`config.mk`:
```
export PLATFORM = sky130hd
export DESIGN_NAME = spi_duplex_ctrl
export DESIGN_NICKNAME = d
export VERILOG_FILES = /design/src/rtl/spi_dup_pkg.sv /design/src/rtl/spi_mclk.sv /design/src/rtl/spi_ssync.sv /design/src/rtl/spi_shift.sv /design/src/rtl/spi_duplex_ctrl.sv
export SDC_FILE = /design/constraint.sdc
export NUM_CORES = 1
export LEC_CHECK = 0
export ABC_AREA = 1
export BUFFER_PORTS_ARGS = -buffer_cell sky130_fd_sc_hd__clkbuf_2
export CORE_MARGIN = 2
export CORE_UTILIZATION = 40
export DETAILED_ROUTE_END_ITERATION = 12
export PLACE_DENSITY = 0.56
export SLEW_MARGIN = 20
export SYNTH_ARGS = -nofsm -noshare
export SYNTH_HDL_FRONTEND = slang
export SYNTH_SLANG_ARGS = --single-unit
```
`constraint.sdc`:
```
create_clock -name clk -period 3 [get_ports clk]
set_input_delay 0.15 -clock clk [delete_from_list [all_inputs] [get_ports clk]]
set_output_delay 0.15 -clock clk [all_outputs]
set_load 0.005 [all_outputs]
```
`src/rtl/spi_dup_pkg.sv`:
```
package spi_dup_pkg;
  localparam int ADDR_W = 3;

  localparam logic [ADDR_W-1:0] A_CTRL = 3'd0;
  localparam logic [ADDR_W-1:0] A_STAT = 3'd1;
  localparam logic [ADDR_W-1:0] A_DIV  = 3'd2;
  localparam logic [ADDR_W-1:0] A_TX   = 3'd3;
  localparam logic [ADDR_W-1:0] A_RX   = 3'd4;
  localparam logic [ADDR_W-1:0] A_DBG  = 3'd5;

  localparam int C_MST    = 0;
  localparam int C_PHA    = 1;
  localparam int C_TXEN   = 2;
  localparam int C_IEDONE = 3;
  localparam int C_IEOVR  = 4;
  localparam int CTRL_W   = 5;
  localparam int DIV_W    = 7;

  // system clocks per half serial bit
  function automatic logic [7:0] half_clocks(input logic [DIV_W-1:0] dv);
    if (dv < 7'd3) return 8'd4;
    return {1'b0, dv} + 8'd1;
  endfunction
endpackage

```
`src/rtl/spi_mclk.sv`:
```
module spi_mclk
  import spi_dup_pkg::*;
#(
  parameter int DW = 8
) (
  input  logic             clk,
  input  logic             rst_n,
  input  logic             go,
  input  logic [DIV_W-1:0] divider,
  output logic             busy,
  output logic             sck,
  output logic             rise,
  output logic             fall,
  output logic             last
);
  localparam int EDGES = 2 * DW;
  localparam int EW    = $clog2(EDGES);

  logic [7:0]    hcnt;
  logic [EW-1:0] ecnt;
  logic [7:0]    half;
  logic          tick;

  assign half = half_clocks(divider);
  assign tick = busy && (hcnt == half - 8'd1);
  assign rise = tick && !sck;
  assign fall = tick && sck;
  assign last = tick && (ecnt == EW'(EDGES - 1));

  always_ff @(posedge clk or negedge rst_n) begin
    if (!rst_n) begin
      busy <= 1'b0;
      sck  <= 1'b0;
      hcnt <= '0;
      ecnt <= '0;
    end else if (go) begin
      busy <= 1'b1;
      sck  <= 1'b0;
      hcnt <= '0;
      ecnt <= '0;
    end else if (busy) begin
      if (tick) begin
        hcnt <= '0;
        sck  <= ~sck;
        ecnt <= ecnt + 1'b1;
        if (last) busy <= 1'b0;
      end else begin
        hcnt <= hcnt + 8'd1;
      end
    end
  end
endmodule

```
`src/rtl/spi_ssync.sv`:
```
module spi_ssync (
  input  logic clk,
  input  logic rst_n,
  input  logic sck_in,
  input  logic sdi,
  output logic rise,
  output logic fall,
  output logic sdi_s
);
  logic sck_m, sck_s, sck_d, sdi_m;

  always_ff @(posedge clk or negedge rst_n) begin
    if (!rst_n) begin
      sck_m <= 1'b0;
      sck_s <= 1'b0;
      sck_d <= 1'b0;
      sdi_m <= 1'b0;
      sdi_s <= 1'b0;
    end else begin
      sck_m <= sck_in;
      sck_s <= sck_m;
      sck_d <= sck_s;
      sdi_m <= sdi;
      sdi_s <= sdi_m;
    end
  end

  assign rise = sck_s && !sck_d;
  assign fall = !sck_s && sck_d;
endmodule

```
`src/rtl/spi_shift.sv`:
```
module spi_shift #(
  parameter int DW = 8
) (
  input  logic          clk,
  input  logic          rst_n,
  input  logic          load,
  input  logic [DW-1:0] load_word,
  input  logic          sample,
  input  logic          drive,
  input  logic          sdi,
  output logic          sdo,
  output logic          char_end,
  output logic          idle,
  output logic [DW-1:0] cap_word
);
  localparam int CW = $clog2(DW);

  logic [DW-1:0] sr;
  logic [DW-1:0] shifted;
  logic [CW-1:0] cnt;

  assign shifted  = {sr[DW-2:0], sdi};
  assign char_end = sample && (cnt == CW'(DW - 1));
  assign idle     = (cnt == '0);
  assign cap_word = sample ? shifted : sr;

  always_ff @(posedge clk or negedge rst_n) begin
    if (!rst_n) begin
      sr  <= '0;
      sdo <= 1'b0;
      cnt <= '0;
    end else if (load) begin
      sr  <= load_word;
      sdo <= load_word[DW-1];
      cnt <= '0;
    end else begin
      if (sample) begin
        sr  <= shifted;
        cnt <= char_end ? '0 : cnt + 1'b1;
      end
      if (drive) sdo <= sr[DW-1];
    end
  end
endmodule

```
`src/rtl/spi_duplex_ctrl.sv`:
```
module spi_duplex_ctrl
  import spi_dup_pkg::*;
#(
  parameter int DW = 8
) (
  input  logic              clk,
  input  logic              rst_n,
  input  logic [ADDR_W-1:0] bus_addr,
  input  logic [DW-1:0]     bus_wdata,
  input  logic              bus_wr,
  input  logic              bus_rd,
  output logic [DW-1:0]     bus_rdata,
  output logic              sck_out,
  input  logic              sck_in,
  output logic              sdo,
  input  logic              sdi,
  output logic              irq
);
  logic [CTRL_W-1:0] ctrl;
  logic [DIV_W-1:0]  divider;
  logic [DW-1:0]     txbuf, rxbuf, cap_word;
  logic tx_full, done_flag, ovr_flag;
  logic master, phase, txen;
  logic tx_wr, rx_rd, dbg_rd;
  logic mst_busy, mst_sck, mst_rise, mst_fall, mst_last, mst_go;
  logic s_rise, s_fall, s_sdi;
  logic ev_rise, ev_fall, sample, drive, core_sdi;
  logic char_end, core_idle, slv_load, tx_load, xfer_done;

  assign master = ctrl[C_MST];
  assign phase  = ctrl[C_PHA];
  assign txen   = ctrl[C_TXEN];
  assign tx_wr  = bus_wr && (bus_addr == A_TX);
  assign rx_rd  = bus_rd && (bus_addr == A_RX);
  assign dbg_rd = bus_rd && (bus_addr == A_DBG);

  spi_mclk #(.DW(DW)) u_mclk (
    .clk(clk), .rst_n(rst_n), .go(mst_go), .divider(divider),
    .busy(mst_busy), .sck(mst_sck), .rise(mst_rise), .fall(mst_fall), .last(mst_last)
  );

  spi_ssync u_ssync (
    .clk(clk), .rst_n(rst_n), .sck_in(sck_in), .sdi(sdi),
    .rise(s_rise), .fall(s_fall), .sdi_s(s_sdi)
  );

  assign ev_rise  = master ? mst_rise : s_rise;
  assign ev_fall  = master ? mst_fall : s_fall;
  assign core_sdi = master ? sdi : s_sdi;
  assign sample   = phase ? ev_rise : ev_fall;
  assign drive    = phase ? ev_fall : ev_rise;

  // master: start when idle or at the last edge of the current character
  assign mst_go   = master && txen && tx_full && (!mst_busy || mst_last);
  // slave: load between characters or right at the end of one
  assign slv_load = !master && tx_full &&
                    ((core_idle && !sample) || char_end);
  assign tx_load  = mst_go || slv_load;
  assign xfer_done = master ? mst_last : char_end;

  spi_shift #(.DW(DW)) u_shift (
    .clk(clk), .rst_n(rst_n), .load(tx_load), .load_word(txbuf),
    .sample(sample), .drive(drive), .sdi(core_sdi), .sdo(sdo),
    .char_end(char_end), .idle(core_idle), .cap_word(cap_word)
  );

  always_ff @(posedge clk or negedge rst_n) begin
    if (!rst_n) begin
      ctrl      <= '0;
      divider   <= '0;
      txbuf     <= '0;
      tx_full   <= 1'b0;
      rxbuf     <= '0;
      done_flag <= 1'b0;
      ovr_flag  <= 1'b0;
    end else begin
      if (bus_wr && bus_addr == A_CTRL) ctrl    <= bus_wdata[CTRL_W-1:0];
      if (bus_wr && bus_addr == A_DIV)  divider <= bus_wdata[DIV_W-1:0];
      if (tx_wr) txbuf <= bus_wdata;

      if (tx_wr)        tx_full <= 1'b1;
      else if (tx_load) tx_full <= 1'b0;

      if (xfer_done) rxbuf <= cap_word;

      if (xfer_done)  done_flag <= 1'b1;
      else if (rx_rd) done_flag <= 1'b0;

      if (xfer_done && done_flag) ovr_flag <= 1'b1;
      else if (rx_rd)             ovr_flag <= 1'b0;
    end
  end

  always_comb begin
    bus_rdata = '0;
    case (bus_addr)
      A_CTRL:        bus_rdata[CTRL_W-1:0] = ctrl;
      A_STAT:        bus_rdata[2:0] = {tx_full, ovr_flag, done_flag};
      A_DIV:         bus_rdata[DIV_W-1:0] = divider;
      A_RX, A_DBG:   bus_rdata = rxbuf;
      default:       bus_rdata = '0;
    endcase
  end

  assign sck_out = master && mst_sck;
  assign irq = (done_flag && ctrl[C_IEDONE]) || (ovr_flag && ctrl[C_IEOVR]);
endmodule

```
==> results.toml <==
[routing]
drc = 0
vias = 3292
wl_met3_um = 356
wire_per_inst_um = 15.0
met2_length_um = 4650
wl_met1_um = 4550
routed_wl_um = 9730
avgViaCountPerCell = 5.08
drt-initial-drc-count = 141
maxUsedRoutingLayer = "met4"
ant_nets = 0
firstDrtPassIters = 4

[finish]
final_cell_mix = "134 x nand2_1, 62 x nand3_1, 60 x dfrtp_1"
mostFrequentLayoutCell = "nand2_1"
area.growth.synth_to_final_pct = 26.5
fin_cells = 648
finalNetCount = 559
n_antenna_cell = 0
layout-drive-gt1-share_pct = 23.5
postLayoutCellArea_um2 = 4440

[logic_synthesis]
synth-async-reset-ratio_pct = 100
syn_avg_cell_area_um2 = 7.53
ys_types = 34
postSynthCellCount = 466
synthFlopType = "dfrtp_1"
yosys_register_bits = 62
synth_seq_area_share_pct = 44.2
syn-cell-area_um2 = 3510
yosysWarnings = 0
synth_nets = 490
synth_edf_count = 0

[setup_path]
cp_common_cell = "nand2_1"
r2r-end = "u_shift.sr[4]"
crit_chain = "nor2_2 > nand2_1 > o21bai_1 > ha_1 > xor2_1 > nand2_1 > nor2_1 > nand3_1 > nor2_1 > nand2_1 > nor2_4 > nand2_2 > o21ai_4 > nand4_4 > buf_2 > nand3_1 > nand2_1"
reg2reg_from = "divider[2]"
start_kind = "flip-flop"
crit_arrival_ps = 3160
cp.required_ps = 3230
slowest_delay_ps = 450
startpoint = "divider[2]"
cp_num_cells = 17
rrSetupSlack_ps = 70
crit_end = "u_shift.sr[4]"
crit_buf_inv = 1
rr_worst_depth = 17
crit_fanout = 8
cpLargestDelayFamily = "simple AND/OR/NAND/NOR gates"
endpoint_kind = "flip-flop"
critical_path_class = "flip-flop to flip-flop"
slowest_stage = "dfrtp_2"

[power_and_ir_drop]
p_leak_nw = 2.31
power_frac_clock_pct = 24.8
seqPwrFrac_pct = 36.6
p_sw_mw = 1.40
sw_frac_of_total_pct = 38.9
p_int_mw = 2.20
ir_drop_mv = 0.316
finalPower_mw = 3.60
power_density_nw_per_um2 = 813
combPwrFrac_pct = 38.6

[min_path]
hp-class = "input pin to flip-flop"
holdPathStages = 2

[flow_run]
drv_cap = 0

[cts]
cts.path.max_buffers = 2
numCtsBuffers = 9
cts_htree_levels = 3
cts_sinks = 62
cts_tree = "yes"
clk_pin_slew_ps = 70
cts_root_buffer = "clkbuf_8"
clk-insertion-delay-late_ps = 340

[die]
die_h_um = 97.7
core.rowCount = 34
ios = 28
die_w_um = 97.7
core_um2 = 8590
start_util_pct = 40.8
die_area_um2 = 9540

[place]
gp_congestion = 0.823
hpwlAfterDp_um = 7040
dp_cells = 611
place_area_um2 = 3860
port_buffers = 27

[timing]
skew_ps = 8.38
final_hold_viol_count = 0
setup_viol = 0
fin_crit_sh_pct = 97.6
rsz0062_at_grt = "yes"
timing.slew.headroom_pct = 58.1
worst_slew_pin_slew_ps = 626
fmax_mhz = 342
drv_slew = 0
layout_min_cycle_time_ps = 2930

[grt]
grt_use_total_pct = 20.0
grt_overflow = 0
grt_pass1_wl_um = 15000
grt_start_max_net_pins = 24
antenna_found_initial = 0
grt_pass1_vias = 3083

[status]
status = "complete, no violations"
[kinds of logic (layout without fill, tap and decap cells)]
logic type / Yosys count / count (layout) / share of synthesized area [%]
compound gates: 53 / 53 / 8.49
xor+xnor: 7 / 7 / 1.75
fa+ha+maj: 7 / 7 / 2.50
buf+inv: 59 / 131 / 6.88
flops: 62 / 62 / 44.2
mux: 2 / 2 / 0.606
simple gates: 276 / 278 / 35.6
[stage by stage]
stage	TNS [ps]	setup WS, ps	util [%]	hold slack, ps
2_1_floorplan	0	429	-	-146
3_3_place_gp	0	100	45.0	160
3_5_place_dp	0	68.6	45.0	159
4_1_cts	0	13.6	48.0	26.6
5_1_grt	-5150	-219	51.6	42.7
6_report	0	72.7	51.6	36.5
[area by class of cell]
type	instances	area (um2)
tap	108	135
sequential	62	1550
clock inverter	4	95.1
timing repair buffer	64	459
fill	856	4160
multi-input combinational	347	1870
clock buffer	12	135
inverter	51	191
[Yosys cell counts (2+ instances only)]
cell type,n,area [um2]
nand2_1,151,567
nand3_1,68,340
dfrtp_1,62,1550
inv_1,51,191
nor2_1,33,124
o21ai_0,32,160
ha_1,7,87.6
a21oi_1,6,30.0
nand2_2,6,37.5
xor2_1,6,52.6
nand4_1,4,25.0
nor2_2,4,25.0
o21ai_1,4,20.0
buf_4,3,22.5
clkbuf_1,3,11.3
nand3_4,2,35.0
nand4_4,2,42.5
nor3_1,2,10.0
o2111ai_1,2,17.5
o211ai_1,2,15.0
o22ai_1,2,12.5
o32ai_1,2,17.5
[worst reg2reg max path, cell delays in order (launching register included)]
cell	delay [ps]
dfrtp_2	450
nor2_2	120
nand2_1	80
o21bai_1	210
ha_1	280
xor2_1	200
nand2_1	70
nor2_1	100
nand3_1	80
nor2_1	110
nand2_1	90
nor2_4	160
nand2_2	100
o21ai_4	200
nand4_4	200
buf_2	230
nand3_1	90
nand2_1	50
[flip-flops by register name, indices dropped and copies added, names as in the netlist, 3 cells and up]
signal	cells
u_mclk.hcnt	8
txbuf	8
rxbuf	8
u_mclk.ecnt	4
ctrl	5
u_shift.cnt	3
u_shift.sr	8
divider	7
[how the worst min path moves through the flow]
| stage | from | end | slack [ps] |
|---|---|---|---|
| 2_1_floorplan | rst_n | ctrl[0] | -150 |
| 3_3_place_gp | rst_n | u_mclk.hcnt[6] | 160 |
| 3_5_place_dp | rst_n | u_mclk.hcnt[6] | 160 |
| 4_1_cts | bus_wdata[7] | txbuf[7] | 30 |
| 5_1_grt | bus_wdata[7] | txbuf[7] | 40 |
| 6_report | bus_wdata[7] | txbuf[7] | 40 |
[power by group through the flow]
stage / Combinational (mW) / Clock [mW] / Sequential [mW]
after floorplan: 0.904 / 0 / 1.24
after global placement: 1.18 / 0 / 1.32
after detailed placement: 1.21 / 0 / 1.32
after CTS: 1.22 / 0.903 / 1.31
after global routing: 1.58 / 0.932 / 1.35
final: 1.39 / 0.892 / 1.32
[repair_timing]
item / CTS / global route
resized for setup: 0 / 49
hold buffers: 3 / 0
hold endpoints to repair: 20 / 0
buffers inserted: 0 / 13
endpoints found under the setup margin: 0 / 34
[metal layers]
layer / vias to the layer above / global-route usage [%]
met2: 63 / 31.6
met5: - / 0
met4: 0 / 8.12
met3: 11 / 2.81
met1: 1551 / 27.6
li1: 1667 / -
Power figures use the tool's default switching activity.
